==> src/rtl/sram_ctrl_pkg.sv <==
package sram_ctrl_pkg;
  typedef enum logic [2:0] {
    PH_IDLE   = 3'd0,
    PH_SETUP  = 3'd1,
    PH_STROBE = 3'd2,
    PH_HOLD   = 3'd3,
    PH_DONE   = 3'd4
  } phase_t;

  function automatic int max4(input int a, input int b, input int c, input int d);
    int m;
    m = a;
    if (b > m) m = b;
    if (c > m) m = c;
    if (d > m) m = d;
    return m;
  endfunction
endpackage

==> src/rtl/sram_req_hold.sv <==
module sram_req_hold #(
  parameter int ADDR_W = 17,
  parameter int DATA_W = 8
) (
  input  logic              clk,
  input  logic              rst_n,
  input  logic              take,
  input  logic              in_write,
  input  logic [ADDR_W-1:0] in_addr,
  input  logic [DATA_W-1:0] in_wdata,
  output logic              op_write,
  output logic [ADDR_W-1:0] op_addr,
  output logic [DATA_W-1:0] op_wdata
);
  always_ff @(posedge clk or negedge rst_n) begin
    if (!rst_n) begin
      op_write <= 1'b0;
      op_addr  <= '0;
      op_wdata <= '0;
    end else if (take) begin
      op_write <= in_write;
      op_addr  <= in_addr;
      op_wdata <= in_wdata;
    end
  end
endmodule

==> src/rtl/sram_phase_seq.sv <==
module sram_phase_seq
  import sram_ctrl_pkg::*;
#(
  parameter int SETUP_CYC   = 2,
  parameter int WRPULSE_CYC = 3,
  parameter int HOLD_CYC    = 1,
  parameter int ACCESS_CYC  = 3
) (
  input  logic   clk,
  input  logic   rst_n,
  input  logic   take,
  input  logic   op_write,
  output phase_t phase,
  output logic   phase_last
);
  localparam int MAXC  = max4(SETUP_CYC, WRPULSE_CYC, HOLD_CYC, ACCESS_CYC);
  localparam int CNT_W = (MAXC > 1) ? $clog2(MAXC) : 1;
  localparam logic [CNT_W-1:0] LD_SETUP = CNT_W'(SETUP_CYC - 1);
  localparam logic [CNT_W-1:0] LD_WR    = CNT_W'(WRPULSE_CYC - 1);
  localparam logic [CNT_W-1:0] LD_HOLD  = CNT_W'(HOLD_CYC - 1);
  localparam logic [CNT_W-1:0] LD_ACC   = CNT_W'(ACCESS_CYC - 1);

  phase_t         ph_q, ph_d;
  logic [CNT_W-1:0] cnt_q, cnt_d;

  assign phase      = ph_q;
  assign phase_last = (cnt_q == '0);

  always_comb begin
    ph_d  = ph_q;
    cnt_d = (cnt_q == '0) ? cnt_q : cnt_q - 1'b1;
    unique case (ph_q)
      PH_IDLE: if (take) begin
        ph_d  = PH_SETUP;
        cnt_d = LD_SETUP;
      end
      PH_SETUP: if (cnt_q == '0) begin
        ph_d  = PH_STROBE;
        cnt_d = op_write ? LD_WR : LD_ACC;
      end
      PH_STROBE: if (cnt_q == '0) begin
        if (op_write) begin
          ph_d  = PH_HOLD;
          cnt_d = LD_HOLD;
        end else begin
          ph_d = PH_DONE;
        end
      end
      PH_HOLD: if (cnt_q == '0) ph_d = PH_DONE;
      PH_DONE: ph_d = PH_IDLE;
      default: ph_d = PH_IDLE;
    endcase
  end

  always_ff @(posedge clk or negedge rst_n) begin
    if (!rst_n) begin
      ph_q  <= PH_IDLE;
      cnt_q <= '0;
    end else begin
      ph_q  <= ph_d;
      cnt_q <= cnt_d;
    end
  end
endmodule

==> src/rtl/sram_pin_map.sv <==
module sram_pin_map
  import sram_ctrl_pkg::*;
#(
  parameter int DATA_W = 8
) (
  input  logic              clk,
  input  logic              rst_n,
  input  phase_t            phase,
  input  logic              phase_last,
  input  logic              op_write,
  input  logic [DATA_W-1:0] dq_in,
  output logic              ce_n,
  output logic              cs,
  output logic              we_n,
  output logic              oe_n,
  output logic              dq_oe,
  output logic              done,
  output logic [DATA_W-1:0] rdata
);
  logic selected;

  assign selected = (phase == PH_SETUP) || (phase == PH_STROBE) || (phase == PH_HOLD);

  always_comb begin
    ce_n  = !selected;
    cs    = selected;
    we_n  = !(op_write && phase == PH_STROBE);
    oe_n  = !(!op_write && phase == PH_STROBE);
    dq_oe = op_write && (phase == PH_STROBE || phase == PH_HOLD);
    done  = (phase == PH_DONE);
  end

  always_ff @(posedge clk or negedge rst_n) begin
    if (!rst_n)
      rdata <= '0;
    else if (phase == PH_STROBE && !op_write && phase_last)
      rdata <= dq_in;
  end
endmodule

==> src/rtl/async_sram_ctrl.sv <==
module async_sram_ctrl
  import sram_ctrl_pkg::*;
#(
  parameter int ADDR_W      = 17,
  parameter int DATA_W      = 8,
  parameter int SETUP_CYC   = 2,
  parameter int WRPULSE_CYC = 3,
  parameter int HOLD_CYC    = 1,
  parameter int ACCESS_CYC  = 3
) (
  input  logic              clk,
  input  logic              rst_n,
  input  logic              req_valid,
  output logic              req_ready,
  input  logic              req_write,
  input  logic [ADDR_W-1:0] req_addr,
  input  logic [DATA_W-1:0] req_wdata,
  output logic              rsp_valid,
  output logic [DATA_W-1:0] rsp_rdata,
  output logic [ADDR_W-1:0] mem_addr,
  output logic              mem_ce_n,
  output logic              mem_cs,
  output logic              mem_we_n,
  output logic              mem_oe_n,
  output logic [DATA_W-1:0] mem_dq_out,
  output logic              mem_dq_oe,
  input  logic [DATA_W-1:0] mem_dq_in
);
  phase_t phase;
  logic   phase_last;
  logic   take;
  logic   op_write;

  assign req_ready = (phase == PH_IDLE);
  assign take      = req_valid && req_ready;

  sram_req_hold #(.ADDR_W(ADDR_W), .DATA_W(DATA_W)) u_hold (
    .clk(clk), .rst_n(rst_n), .take(take),
    .in_write(req_write), .in_addr(req_addr), .in_wdata(req_wdata),
    .op_write(op_write), .op_addr(mem_addr), .op_wdata(mem_dq_out)
  );

  sram_phase_seq #(
    .SETUP_CYC(SETUP_CYC), .WRPULSE_CYC(WRPULSE_CYC),
    .HOLD_CYC(HOLD_CYC), .ACCESS_CYC(ACCESS_CYC)
  ) u_seq (
    .clk(clk), .rst_n(rst_n), .take(take), .op_write(op_write),
    .phase(phase), .phase_last(phase_last)
  );

  sram_pin_map #(.DATA_W(DATA_W)) u_pins (
    .clk(clk), .rst_n(rst_n), .phase(phase), .phase_last(phase_last),
    .op_write(op_write), .dq_in(mem_dq_in),
    .ce_n(mem_ce_n), .cs(mem_cs), .we_n(mem_we_n), .oe_n(mem_oe_n),
    .dq_oe(mem_dq_oe), .done(rsp_valid), .rdata(rsp_rdata)
  );

  assert_busy_after_take_R2: assert property (@(posedge clk) disable iff (!rst_n)
    take |=> !req_ready);

  assert_strobe_selected_R3: assert property (@(posedge clk) disable iff (!rst_n)
    !mem_we_n |-> (!mem_ce_n && mem_cs));

  assert_oe_off_in_write_R4: assert property (@(posedge clk) disable iff (!rst_n)
    (!mem_we_n || mem_dq_oe) |-> mem_oe_n);

  assert_no_contention_R5: assert property (@(posedge clk) disable iff (!rst_n)
    !(mem_dq_oe && !mem_oe_n));

  assert_addr_stable_R6: assert property (@(posedge clk) disable iff (!rst_n)
    (!mem_ce_n && !$past(mem_ce_n)) |-> $stable(mem_addr));

  assert_wdata_stable_R6: assert property (@(posedge clk) disable iff (!rst_n)
    (mem_dq_oe && $past(mem_dq_oe)) |-> $stable(mem_dq_out));

  assert_done_pulse_R8: assert property (@(posedge clk) disable iff (!rst_n)
    rsp_valid |=> (!rsp_valid && req_ready));

  assert_idle_deselect_R9: assert property (@(posedge clk) disable iff (!rst_n)
    req_ready |-> (mem_ce_n && !mem_cs && mem_we_n));
endmodule

==> config.mk <==
export PLATFORM = sky130hd
export DESIGN_NAME = async_sram_ctrl
export DESIGN_NICKNAME = d
export VERILOG_FILES = /design/src/rtl/sram_ctrl_pkg.sv /design/src/rtl/sram_req_hold.sv /design/src/rtl/sram_phase_seq.sv /design/src/rtl/sram_pin_map.sv /design/src/rtl/async_sram_ctrl.sv
export SDC_FILE = /design/constraint.sdc
export NUM_CORES = 1
export LEC_CHECK = 0
export ABC_AREA = 1
export CAP_MARGIN = 20
export CORE_UTILIZATION = 40
export DETAILED_ROUTE_END_ITERATION = 8
export PLACE_DENSITY = 0.77
export SKIP_LAST_GASP = 1
export SLEW_MARGIN = 10
export SYNTH_ARGS = -nofsm -noshare
export SYNTH_HDL_FRONTEND = slang
export SYNTH_SLANG_ARGS = --single-unit
export TNS_END_PERCENT = 1
==> constraint.sdc <==
create_clock -name clk -period 2 [get_ports clk]
set_input_delay 0.3 -clock clk [delete_from_list [all_inputs] [get_ports clk]]
set_output_delay 0.3 -clock clk [all_outputs]
set_load 0.01 [all_outputs]
==> reports/metrics.cfg, run 1 <==
[outcome]
outcome = finished clean

[pwr]
p_leak_nw = 1.33
ir_worst_vdd_uv = 742
powerDensity_nw_per_um2 = 1550
power_mw = 4.15

[floorplanning]
die_area_um2 = 4710
fp.dieW_um = 68.6
placementRows = 23
start_util_pct = 42.9
io_pins = 77
core_area_um2 = 4140
die_h_um = 68.6

[synth]
synthArstFlopShare_pct = 100
syn_area_um2 = 1780
avgSynthCellArea_um2 = 8.42
synth_cells = 211
synth_top_area_cell = dfrtp_1
synth_top_area_share_pct = 54.9
synth_seq_cells = 39
ys_top_cells_by_area = dfrtp_1 (55%), nand2_1 (24%), nand4_1 (4.2%)
synth_fp_nets = 253
synth-edff-count = 0
synthFlopType = dfrtp_1
ys_seq_area_share_pct = 54.9
yosysWarningCount = 0
yosysUniqueCellTypes = 18

[sta]
tns_ns = 0
rsz0062_at_grt = yes
clock.fmax_mhz = 517
finalCritPeriodShare_pct = 96.7
drv_slew = 0
whs_ns = 0.105
min_period_ns = 1.93
tightest_slew_ns = 0.831
maxSlewHeadroom_pct = 44.6
hold_viol_final = 0
setup_viol = 0
fin_skew_ns = 0.00790

[global_route]
grt_max_degree = 40
grt_util_all_layers_pct = 18.4
grt_pass1_vias = 1420
grt_antenna_before_repair = 0
grt_pass1_wl_um = 6200
grt_remaining_overflow = 0

[detailed_routing]
antenna_left = 0
viasPerCell = 4.79
routed_wl_um = 4090
drc = 0
vias = 1628
first_pass_iters = 5
drt-initial-drc-count = 124
wire_per_inst_um = 12.0

[worst_setup_path]
start_kind = flop
critical_path.top_delay_family = buffers and inverters
rrSetupSlack_ns = 0.60
worstRegToRegCells = 5
path_buf_inv = 2
crit_required_ns = 1.70
crit_type = flop to output port
critPathMaxStageDelay_ns = 0.52
slowest_stage = clkdlybuf4s50_1
cp.arrival_ns = 1.63
cp_num_cells = 4
crit_end = req_ready
crit_start = u_seq.phase[0]$_DFFE_PN0P_
crit_path_end_kind = output port
worstReg2RegEnd = u_pins.rdata[3]$_DFFE_PN0P_
worstPathMaxFanout = 9
r2r-start = u_seq.cnt_q[0]$_DFF_PN0_
crit_chain = nor2_4, nand2_1, inv_1, clkdlybuf4s50_1

[worst_hold_path]
hold_class = primary input to async pin

[cells_and_area]
syn2layout_area_growth_pct = 50.1
final_cell_area_um2 = 2670
finalNetCount = 331
n_antenna_cell = 0
layout_common_cells = nand2_1 (114), clkdlybuf4s50_1 (75), dfrtp_1 (37)
drive_gt1_share_pct = 6.90
final_common_cell = nand2_1
fillCellCount = 367

[cts]
cts_buffer_depth = 2
clk_pin_slew_ns = 0.08
root_buffer = clkbuf_8
clock-sinks = 39
cts_buffers = 5
cts_hold_buf = 0
cts-resized-gates = 0
cts_tree = done
htreeDepth = 2
insertion_delay_ns = 0.29
cts_setup_buffers = 0

[placement]
port_buffers = 76
placed_area_um2 = 2560
dp_hpwl_um = 3010
gp_congestion = 0.970

[flow_run]
drv_cap = 0

-- cells in the mapped netlist (2+ instances only) --
library cell  number
buf_2              3
buf_6              3
clkbuf_1           2
dfrtp_1           39
ha_1               5
inv_1             13
nand2_1          114
nand3_1            7
nand4_1           12
nor2_1             4
nor2_4             2
-- logic make-up (layout without fill, tap and decap cells) --
| kind of cell | Yosys count | after routing | share of synthesized area, % |
|---|---|---|---|
| buffers and inverters | 23 | 102 | 6.62 |
| AO/OA/AOI/OAI | 2 | 2 | 0.704 |
| flip-flops | 39 | 39 | 54.9 |
| AND/OR/NAND/NOR | 142 | 142 | 34.2 |
| adder cells (fa/ha/maj) | 5 | 5 | 3.52 |
-- report_power, final --
group	leakage [nW]	switching (mW)	internal (mW)
Clock	0.0505	0.267	0.314
Combinational	0.794	1.07	1.07
Sequential	0.481	0.249	1.17
-- final cells by class --
type | instances | area, um^2 | share of cell area (%)
Clock buffer | 7 | 96.3 | 3.61
Tap cell | 50 | 62.6 | 2.35
Timing Repair Buffer | 80 | 786 | 29.5
Sequential cell | 39 | 978 | 36.7
Multi-Input combinational cell | 149 | 683 | 25.6
Inverter | 14 | 53.8 | 2.02
Clock inverter | 1 | 7.51 | 0.281
-- routing by layer --
layer  share of wire (%)  track usage, %
met4                 2.6            10.9
met5                   0               0
met2                  45            27.8
met1                  46            24.0
met3                 7.0            4.11
-- registers in the layout (all words and copies together) (netlist names) --
name / cells
u_hold.op_addr: 17
u_hold.op_wdata: 8
u_hold.op_write: 1
u_pins.rdata: 8
u_seq.cnt_q: 2
u_seq.phase: 3
-- worst register-to-register path: stages (launching register included) --
cell	delay, ns
dfrtp_1	0.40
inv_1	0.15
ha_1	0.35
nand3_2	0.22
nand2_1	0.12
nand2_1	0.06
-- worst min path at each step --
| stage | endpoint | startpoint | depth (start not counted) | slack (ns) |
|---|---|---|---|---|
| detailed placement | u_seq.phase[1]$_DFFE_PN0P_ | rst_n | 1 | 0.46 |
| global placement | u_pins.rdata[5]$_DFFE_PN0P_ | u_pins.rdata[5]$_DFFE_PN0P_ | 2 | 0.45 |
| global route | u_hold.op_addr[3]$_DFFE_PN0P_ | rst_n | 1 | 0.18 |
| floorplan | u_hold.op_addr[0]$_DFFE_PN0P_ | rst_n | 0 | 0.004 |
| CTS | u_hold.op_addr[3]$_DFFE_PN0P_ | rst_n | 1 | 0.14 |
| finish | u_hold.op_write$_DFFE_PN0P_ | rst_n | 1 | 0.10 |
-- metrics by stage --
step,worst slack [ns],cells,util (%)
2_1_floorplan,0.711,211,-
3_5_place_dp,0.329,332,61.8
5_1_grt,-0.0175,340,64.4
6_report,0.0653,340,64.4
3_3_place_gp,0.349,332,61.8
4_1_cts,0.00802,340,64.3
Note: power is estimated with default switching activity, not from simulation.
==> run 2, diff against run 1 <==
SKIP_CTS_REPAIR_TIMING = 1   (was unset)
==> results of run 2 <==
Same layout as run 1: the final DEF is identical, and so are final timing and power.
==> run 3, diff against run 2 <==
DONT_BUFFER_PORTS = 1   (was unset)
GPL_ROUTABILITY_DRIVEN = 0   (was unset)
PLACE_DENSITY = unset   (was 0.77)
==> run 3 against run 2 <==
Compared with the run above:
- first-iteration DRC count is 41% lower
- sequential share of layout area is 14 points higher
- fmax is 6.1% higher
- sequential power is 14% higher
- critical path type unchanged
- critical endpoint is now mem_we_n
- largest cell class unchanged
==> reports/metrics.cfg, run 3 (synthesis results as in run 1) <==
[cts]
cts_buffers = 5
clock-sinks = 39
cts_buffer_depth = 2
htreeDepth = 2
clk_pin_slew_ns = 0.08
root_buffer = clkbuf_8
cts_tree = done
insertion_delay_ns = 0.28

[flow_run]
drv_cap = 0

[worst_setup_path]
crit_type = flop to output port
crit_path_end_kind = output port
slowest_stage = dfrtp_1
cp_common_cell = nand2_1
start_kind = flop
crit_chain = inv_1, nand2_1, nor2_4, nand2_1
crit_required_ns = 1.70
cp.arrival_ns = 1.52
critical_path.top_delay_family = simple AND/OR/NAND/NOR gates
path_buf_inv = 1
worstPathMaxFanout = 12
critPathMaxStageDelay_ns = 0.38

[cells_and_area]
layout_common_cells = nand2_1 (114), dfrtp_1 (39), inv_1 (13)
largestRegisters = u_hold.op_addr (17), u_hold.op_wdata (8), u_pins.rdata (8)
largest_register_ff_count = 17
largest_register = u_hold.op_addr
n_antenna_cell = 0
finalNetCount = 255
drive_gt1_share_pct = 7.48
syn2layout_area_growth_pct = 8.73
final_common_cell = nand2_1
fillCellCount = 411
fin_util_pct = 46.6

[sta]
min_period_ns = 1.82
maxSlewHeadroom_pct = 72.7
fin_skew_ns = 0.00470
whs_ns = 0.126
tns_ns = 0
rsz0062_at_grt = no
setup_viol = 0
drv_slew = 0
tightest_slew_ns = 0.409
hold_viol_final = 0
finalCritPeriodShare_pct = 91.2
clock.fmax_mhz = 548

[floorplanning]
die_h_um = 68.6
fp.dieW_um = 68.6
start_util_pct = 42.9
placementRows = 23
io_pins = 77
core_area_um2 = 4140
die_area_um2 = 4710

[pwr]
ir_worst_vdd_uv = 622
powerDensity_nw_per_um2 = 1720
p_leak_nw = 1.04

[global_route]
grt_max_degree = 40
grt_pass1_vias = 1148
grt_antenna_before_repair = 0
grt_remaining_overflow = 0
grt_util_all_layers_pct = 15.5
grt_pass1_wl_um = 5130

[outcome]
outcome = finished clean

[detailed_routing]
drt-initial-drc-count = 73
viasPerCell = 5.04
first_pass_iters = 4
antenna_left = 0
drc = 0
wire_per_inst_um = 13.8
vias = 1331
routed_wl_um = 3650

[placement]
dp_hpwl_um = 2550
port_buffers = 0

[worst_hold_path]
hold_class = primary input to flop

run 3: final timing paths:
path	start	endpoint	slack (ns)	cells after the start
worst max-delay path	u_seq.phase[2]$_DFFE_PN0P_	mem_we_n	0.18	4
worst max register to register	u_seq.phase[2]$_DFFE_PN0P_	u_pins.rdata[7]$_DFFE_PN0P_	0.47	6
min in group asynchronous	rst_n	u_pins.rdata[6]$_DFFE_PN0P_	0.51	2
max in group asynchronous	rst_n	u_hold.op_addr[15]$_DFFE_PN0P_	1.31	2
worst min-delay path	req_addr[10]	u_hold.op_addr[10]$_DFFE_PN0P_	0.13	2
worst min register to register	u_pins.rdata[1]$_DFFE_PN0P_	u_pins.rdata[1]$_DFFE_PN0P_	0.54	2
run 3: metrics by stage:
step / setup WS, ns / power [mW] / cells / instance area [um^2]
6_report: 0.177 / 3.32 / 264 / 1930
5_1_grt: 0.0660 / 3.63 / 264 / 1930
2_1_floorplan: 0.711 / 2.54 / 211 / 1780
3_3_place_gp: 0.554 / 2.72 / 254 / 1790
4_1_cts: 0.182 / 3.34 / 262 / 1890
3_5_place_dp: 0.499 / 2.76 / 254 / 1790
run 3: power breakdown:
| part | total [mW] | switching (mW) | internal [mW] |
|---|---|---|---|
| logic | 1.12 | 0.756 | 0.365 |
| registers | 1.62 | 0.451 | 1.17 |
| clock network | 0.576 | 0.263 | 0.313 |
run 3: cell type report:
cell class	count	area [um^2]	share of cell area [%]
flip-flops and latches	39	976	50.5
multi-input cells	149	683	35.4
clock buffers	7	96.3	4.99
well taps	50	62.6	3.24
inverters	14	53.8	2.78
repair buffers	4	52.6	2.72
clock inverters	1	7.51	0.389
run 3: layer usage:
metal  up-vias  track usage [%]  routed length (um)
met3         4             7.40                 351
li1        660                -                   -
met5         -                0                   0
met4         0             5.47                  34
met2        64             26.0                1740
met1       603             16.9                1520
